### config.mk
export PLATFORM = sky130hd
export DESIGN_NAME = ptp_time_counter
export DESIGN_NICKNAME = d
export VERILOG_FILES = /design/src/rtl/ptp_time_counter.sv
export SDC_FILE = /design/constraint.sdc
export NUM_CORES = 1
export LEC_CHECK = 0
export BUFFER_PORTS_ARGS = -buffer_cell sky130_fd_sc_hd__clkbuf_2
export CELL_PAD_IN_SITES_DETAIL_PLACEMENT = 1
export CELL_PAD_IN_SITES_GLOBAL_PLACEMENT = 1
export CORE_MARGIN = 1.5
export CORE_UTILIZATION = 46
export CTS_CLUSTER_SIZE = 24
export DETAILED_ROUTE_END_ITERATION = 8
export MAX_ROUTING_LAYER = met4
export PLACE_DENSITY_LB_ADDON = 0.1
export SYNTH_ARGS = -nofsm -noshare
export SYNTH_HDL_FRONTEND = slang
export SYNTH_SLANG_ARGS = --single-unit
export TNS_END_PERCENT = 1
### constraint.sdc
create_clock -name clk -period 4.55 [get_ports clk]
set_input_delay 0.91 -clock clk [delete_from_list [all_inputs] [get_ports clk]]
set_output_delay 0.91 -clock clk [all_outputs]
set_load 0.05 [all_outputs]
### src/rtl/ptp_time_counter.sv
module ptp_time_counter #(
  parameter int NREF  = 4,
  parameter int NTRIG = 4
) (
  input  logic             clk,
  input  logic             rst_n,
  input  logic [NREF-1:0]  ref_in,
  input  logic [NTRIG-1:0] trig_in,
  input  logic             reg_wr,
  input  logic [2:0]       reg_addr,
  input  logic [31:0]      reg_wdata,
  output logic [31:0]      reg_rdata,
  output logic [63:0]      time_ns,
  output logic [63:0]      cap_ns
);
  localparam logic [2:0] A_CFG = 3'd0, A_INCL = 3'd1, A_INCH = 3'd2,
                         A_TLO = 3'd3, A_THI = 3'd4, A_CLO = 3'd5,
                         A_CHI = 3'd6, A_FRC = 3'd7;

  logic [15:0]      cfg;
  logic [63:0]      inc;
  logic [95:0]      acc;
  logic [63:0]      cap_q;
  logic [NREF-1:0]  rs1, rs2, rs3;
  logic [NTRIG-1:0] ts1, ts2, ts3;

  wire [63:0] ref_cur  = 64'(rs2);
  wire [63:0] ref_old  = 64'(rs3);
  wire [63:0] trig_cur = 64'(ts2);
  wire [63:0] trig_old = 64'(ts3);
  wire        ref_rise = ref_cur[cfg[7:2]] & ~ref_old[cfg[7:2]];
  wire        t_now    = trig_cur[cfg[15:10]];
  wire        t_was    = trig_old[cfg[15:10]];
  wire        trig_hit = cfg[8] & (cfg[9] ? (t_was & ~t_now) : (t_now & ~t_was));
  wire        tick     = cfg[0] & (cfg[1] ? ref_rise : 1'b1);
  wire        wr_tlo   = reg_wr && reg_addr == A_TLO;
  wire        wr_thi   = reg_wr && reg_addr == A_THI;
  wire [95:0] acc_next = acc + {32'd0, inc};

  always_ff @(posedge clk or negedge rst_n)
    if (!rst_n) begin
      {rs1, rs2, rs3} <= '0;
      {ts1, ts2, ts3} <= '0;
    end else begin
      rs1 <= ref_in;  rs2 <= rs1; rs3 <= rs2;
      ts1 <= trig_in; ts2 <= ts1; ts3 <= ts2;
    end

  always_ff @(posedge clk or negedge rst_n)
    if (!rst_n) begin
      cfg <= '0;
      inc <= '0;
    end else if (reg_wr) begin
      if (reg_addr == A_CFG)  cfg        <= reg_wdata[15:0];
      if (reg_addr == A_INCL) inc[31:0]  <= reg_wdata;
      if (reg_addr == A_INCH) inc[63:32] <= reg_wdata;
    end

  always_ff @(posedge clk or negedge rst_n)
    if (!rst_n)      acc <= '0;
    else if (wr_tlo) acc <= {acc[95:64], reg_wdata, 32'd0};
    else if (wr_thi) acc <= {reg_wdata, acc[63:32], 32'd0};
    else if (tick)   acc <= acc_next;

  always_ff @(posedge clk or negedge rst_n)
    if (!rst_n)        cap_q <= '0;
    else if (trig_hit) cap_q <= acc[95:32];

  assign time_ns = acc[95:32];
  assign cap_ns  = cap_q;

  always_comb
    case (reg_addr)
      A_CFG:   reg_rdata = {16'd0, cfg};
      A_INCL:  reg_rdata = inc[31:0];
      A_INCH:  reg_rdata = inc[63:32];
      A_TLO:   reg_rdata = acc[63:32];
      A_THI:   reg_rdata = acc[95:64];
      A_CLO:   reg_rdata = cap_q[31:0];
      A_CHI:   reg_rdata = cap_q[63:32];
      default: reg_rdata = acc[31:0];
    endcase

  a_r2_disabled_hold: assert property (@(posedge clk) disable iff (!rst_n)
    (!cfg[0] && !wr_tlo && !wr_thi) |=> $stable(time_ns));

  a_r3_whole_ns_advance: assert property (@(posedge clk) disable iff (!rst_n)
    (cfg[0] && !cfg[1] && inc[63:32] != 0 && !wr_tlo && !wr_thi) |=> time_ns != $past(time_ns));

  a_r4_no_ref_edge_hold: assert property (@(posedge clk) disable iff (!rst_n)
    (cfg[1] && !(rs2[0] === 1'bx) && !ref_rise && !wr_tlo && !wr_thi) |=> $stable(time_ns));

  a_r5_low_load: assert property (@(posedge clk) disable iff (!rst_n)
    wr_tlo |=> (time_ns[31:0] == $past(reg_wdata) && acc[31:0] == 32'd0));

  a_r5_high_load: assert property (@(posedge clk) disable iff (!rst_n)
    wr_thi |=> (time_ns[63:32] == $past(reg_wdata) && acc[31:0] == 32'd0));

  a_r7_capture_off_hold: assert property (@(posedge clk) disable iff (!rst_n)
    !cfg[8] |=> $stable(cap_ns));
endmodule

* After elaboration in Yosys (flattened, before gate mapping)
Index checks and enable logic that the tools add are counted.
** Word-level totals
- Register bits after elaboration :: 264
- Latch bits :: 0
- RAM bits :: 0
- Memory bits (read-only) :: 0
- Bits of input ports :: 46
- Output and inout port bits :: 160
- Word-level logic and storage cells :: 57
- Memories :: 0
** Cells by class
- Add/subtract/negate cells :: 1
- Multiply operators :: 0
- Div/mod/pow operators :: 0
- Order comparisons :: 2
- Equality and inequality tests :: 7
- Shift operators :: 0
- Mux-type cells :: 14
- Bitwise logic cells :: 9
- Reductions and logical operators :: 11
** Operators with widths (number)
- $pmux W32 S7 :: 1
- $mux W96 :: 2
- $add A96 B64 Y96 :: 1
- $mux W64 :: 1
- $bmux W1 S6 :: 4
- $lt A6 B7 Y1 const B :: 2
- $reduce_and A2 Y1 :: 5
- $eq A3 B3 Y1 const B :: 3
- $eq A3 B2 Y1 const B :: 2
- $mux W1 :: 6
- $and A1 B1 Y1 :: 5
- $not A1 Y1 :: 4
- $reduce_bool A2 Y1 :: 2
- $eq A3 B1 Y1 const B :: 1
- $logic_not A3 Y1 :: 1
- $reduce_bool A3 Y1 :: 1
- $logic_and A1 B1 Y1 :: 2
- $ne A2 B2 Y1 const B :: 1

* Logic depth before layout (Yosys ltp)
- Depth in word-level cells :: 9
- Depth in mapped cells :: 13
- Mapped depth without buffers :: 13

* Worst setup path after synthesis
Ideal clock, no wire load.
- Path type :: input to output
- From :: input port reg_addr[2]
- To :: output port reg_rdata[9]
- Data arrival time :: 3.255 ns
- Data required time :: 3.640 ns
- Path slack :: 0.385 ns
- Stages :: 6
- Path buffers :: 3
- Cells stage by stage :: clkbuf_1 -> clkbuf_1 -> clkbuf_1 -> mux4_2 -> nor2_1 -> a211oi_1
** On the way
- Longest elaborated chain between the ends :: 2
- Elaborated cells on any way between the ends :: 8
- Classes of those cells :: eq/ne: 6; mux: 1; reduce/logical: 1
** Ends and longest elaborated chain
- start, declared :: RTL line 10 : input logic [2:0] reg_addr,
- $eq A3 B3 Y1, or another cell as far along :: RTL line 73 : case (reg_addr)
- $pmux W32 S7 (*) :: RTL line 73
- end, declared :: RTL line 12 : output logic [31:0] reg_rdata,
Mark *: on every way between the ends. The rest lies on a longest branch, timed or not.

* Worst setup path in the final report
- From :: register inc[0]
- To :: register acc[84]
** On the way
- Longest elaborated chain between the ends :: 3
** Ends and longest elaborated chain
- start, declared :: RTL line 21 : logic [63:0] inc;
- start signal, assigned :: RTL line 55 : if (reg_addr == A_INCL) inc[31:0] <= reg_wdata;
- $add A96 B64 Y96 :: RTL line 38 : wire [95:0] acc_next = acc + {32'd0, inc};
- $mux W96 :: RTL line 63 : else if (tick) acc <= acc_next;
- $mux W96 :: RTL line 62 : else if (wr_thi) acc <= {reg_wdata, acc[63:32], 32'd0};
- end signal, assigned :: RTL line 61 : else if (wr_tlo) acc <= {acc[95:64], reg_wdata, 32'd0};
- end signal, assigned :: RTL line 62
- end signal, assigned :: RTL line 63
- end, declared :: RTL line 22 : logic [95:0] acc;
No other way between the ends. The select of a mux whose other input is x is not followed.
A chain may end at the register's enable or synchronous reset.

==> flow_metrics.tcl <==
set metrics [dict create \
    floorplan.die_area_mm2 0.03840 \
    ys.flop_type "dfrtp_1" \
    timing.critical_path.slowest_stage_cell "a2111oi_2" \
    final_cell_mix "264 x dfrtp_1, 200 x clkbuf_2, 198 x nor2_1" \
    power_switching_share_pct 51.64 \
    yosys_register_bits 264 \
    cts.reportedPaths.clkPinSlew_ns 0.06 \
    critical_path.startpoint "inc[0]$_DFFE_PN0P_" \
    post_drt_wl_per_cell_um 29.91 \
    ioPinCount 206 \
    cts_inserted_buffers 34 \
    syn-num-nets 1978 \
    clk-insertion-delay-late_ns 0.56 \
    fin_setup_tns_ns 0 \
    seq_power_share_pct 26.5 \
    p_clk_share_pct 18.5 \
    power.net_switching_uw 8039 \
    share_comb_of_total_power_pct 55.0 \
    synth-edff-count 0 \
    drcViolationCount 0 \
    synth_area_mm2 0.01713 \
    drt_first_iter_violations 1728 \
    fin_util_pct 53.54 \
    dpl.hpwl_mm 55.32 \
    regArea_mm2 0.006606 \
    cts-htree-levels 2 \
    cellLeakagePower_uw 0.008616 \
    finalSetupViolCount 0 \
    path_cells "ha_1 -> inv_1 -> fa_1 -> and2b_1 -> o2111ai_1 -> a21bo_2 -> a2111oi_4 -> o41ai_1 -> a2111oi_2 -> o21ai_2 -> or3_4 -> o31a_1 -> nor3_2" \
    final.min_clock_period_ns 4.169 \
    detailedRoute.firstPassIterationCount 5 \
    num_vias 16454 \
    multiInputGateArea_mm2 0.009518 \
    clock-sinks 264 \
    highest_achievable_clock_rate_mhz 239.8 \
    grt_pass1_wl_mm 110.3 \
    global_route_congestion_overflow_total 0 \
    die_x_um 196.0 \
    clock_tree_from_tritoncts "done" \
    holdBufCountCts 0 \
    routabilityCongestion 0.9593 \
    cts_root_buffer "clkbuf_16" \
    grt_antenna_before_repair 1 \
    synth.lib_cells_used.distinct 75 \
    flow.area_growth_from_synthesis_pct 14.43 \
    mostFrequentLayoutCell "dfrtp_1" \
    syn_avg_cell_area_um2 9.175 \
    postSynthCellCount 1867 \
    final_antenna_net_count 0 \
    crit_path_max_fanout 8 \
    nNetsFinal 2105 \
    start_util_pct 46.79 \
    fp.dieH_um 196.0 \
    worst-endpoint-arrival_ns 4.65 \
    power.internal_uw 7530 \
    place.port_buffers 205 \
    crit_type "reg2reg" \
    min-delay-path-class "in2async" \
    floorplan_core_area_mm2 0.03661 \
    worst-slew-pin-transition_ns 1.053 \
    critPathCaptureType "register" \
    hold_violations 0 \
    max_slew_margin_pct 29.73 \
    final_max_slew_viol_count 0 \
    finalCritPeriodShare_pct 91.63 \
    worst_path_largest_cell_delay_ns 0.72 \
    max_cap_violations 0 \
    ir_drop_worst_case_vdd_mv 0.4726 \
    grtUsageTotal_pct 39.95 \
    wirelength_mm 74.38 \
    maximum_number_of_pins_on_one_net_before_global_route_repair 94 \
    origin_of_the_critical_flop_to_flop_path "inc[0]$_DFFE_PN0P_" \
    cts_max_path_buffers 3 \
    required_ns 5.03 \
    nFillCells 4305 \
    synth-warning-count 0 \
    finClkSkew_ns 0.02053 \
    postSynth.asyncResetShare_pct 100.0 \
    post-cts-setup-buffers 0 \
    via_count_of_the_first_global_routing_pass 16622 \
    routed_via_density 6.616 \
    rows 70 \
    ys_seq_area_share_pct 38.57 \
    power.density_mw_per_mm2 794.3 \
    setup.worst_path.start_class "register" \
    run_status "finished clean" \
    rsz_0062_raised_after_global_routing "no" \
    cts_repair_resize_count 0 \
    layout-drive-gt1-share_pct 26.21 \
]
-- power groups by stage --
stage / Clock, µW / Combinational, µW / Sequential (µW)
final: 2880 / 8570 / 4120
after global routing: 2980 / 9130 / 4170
after CTS: 2900 / 8480 / 4070
after detailed placement: 0 / 8410 / 4100
after global placement: 0 / 8290 / 4070
after floorplan: 0 / 5420 / 4530
-- registers in the layout, summed over array words and instances, names as in the netlist --
name and flops:
ts3 4, acc 96, cfg 16, rs2 4
cap_ns 64, ts2 4, inc 64, ts1 4
rs1 4, rs3 4
-- synthesized netlist by cell type (15+ instances only) --
cell type | n | area (µm²)
and3_1 | 15 | 93.84
nor2b_1 | 17 | 106.4
o21ai_0 | 77 | 385.4
mux2_2 | 172 | 1937
xnor2_1 | 30 | 262.8
a211oi_1 | 23 | 172.7
dfrtp_1 | 264 | 6606
a22oi_1 | 20 | 150.1
o22ai_1 | 47 | 294.0
buf_4 | 64 | 480.5
ha_1 | 64 | 800.8
nor3_1 | 32 | 160.2
mux2i_1 | 18 | 180.2
nand4_1 | 33 | 206.5
a21oi_1 | 170 | 850.8
a221oi_1 | 32 | 280.3
a21o_1 | 27 | 202.7
nand2_1 | 148 | 555.5
nand3_1 | 39 | 195.2
clkbuf_1 | 96 | 360.4
inv_1 | 28 | 105.1
xor2_1 | 28 | 245.2
nor2_1 | 200 | 750.7
-- layer usage --
metal,vias up,routed length [µm],GRT usage [%]
met2,754,33720,60.37
li1,7058,-,-
met3,127,5843,5.965
met4,0,2161,12.54
met5,-,0,-
met1,8515,32660,55.37
-- cell families (layout without fill, tap and decap cells) --
| family | Yosys count | in the layout | share of synthesized area, % |
|---|---|---|---|
| compound gates | 527 | 527 | 19.93 |
| xor+xnor | 58 | 58 | 2.966 |
| fa+ha+maj | 65 | 65 | 4.792 |
| buf+inv | 209 | 360 | 6.048 |
| flops | 264 | 264 | 38.57 |
| mux | 194 | 194 | 12.89 |
| other cells | 0 | 1 | 0 |
| simple gates | 550 | 550 | 14.81 |
-- final timing paths --
check,to,slack (ns),cells past startpoint
max in group asynchronous,rs3[3]$_DFF_PN0_,3.13,2
min in group clk,rs2[2]$_DFF_PN0_,0.35,0
setup / recovery,acc[84]$_DFFE_PN0P_,0.38,13
hold reg to reg,rs2[2]$_DFF_PN0_,0.35,0
hold / removal,acc[28]$_DFFE_PN0P_,0.34,1
setup reg to reg,acc[84]$_DFFE_PN0P_,0.38,13
-- through the flow --
stage	area (µm²)	hold slack, ns	power, µW	setup WS [ns]	instances
after floorplan	17130	0.3312	9951	0.3848	1867
after CTS	19600	0.3513	15440	0.4144	2486
after global routing	19600	0.3580	16290	0.2079	2486
final	19600	0.3427	15570	0.3807	2487
after global placement	18430	0.3334	12360	0.5198	2426
after detailed placement	18430	0.3364	12510	0.4417	2426
-- cell type report --
type,count,area share [%]
Tap cell,468,2.988
Clock buffer,45,4.864
Clock inverter,15,1.072
Sequential cell,264,33.71
Inverter,28,0.5362
Antenna cell,1,0.01277
Multi-Input combinational cell,1394,48.56
Timing Repair Buffer,272,8.260
-- critical path: cells and delay by family (launching register included) --
kind / cells / cell delay (ns)
and+or+nand+nor: 3 / 0.84
AOI/OAI and AO/OA: 7 / 2.24
DFF: 1 / 0.38
buffers and inverters: 1 / 0.06
adders and majority gates: 2 / 0.57
(Power assumes the default switching activity.)
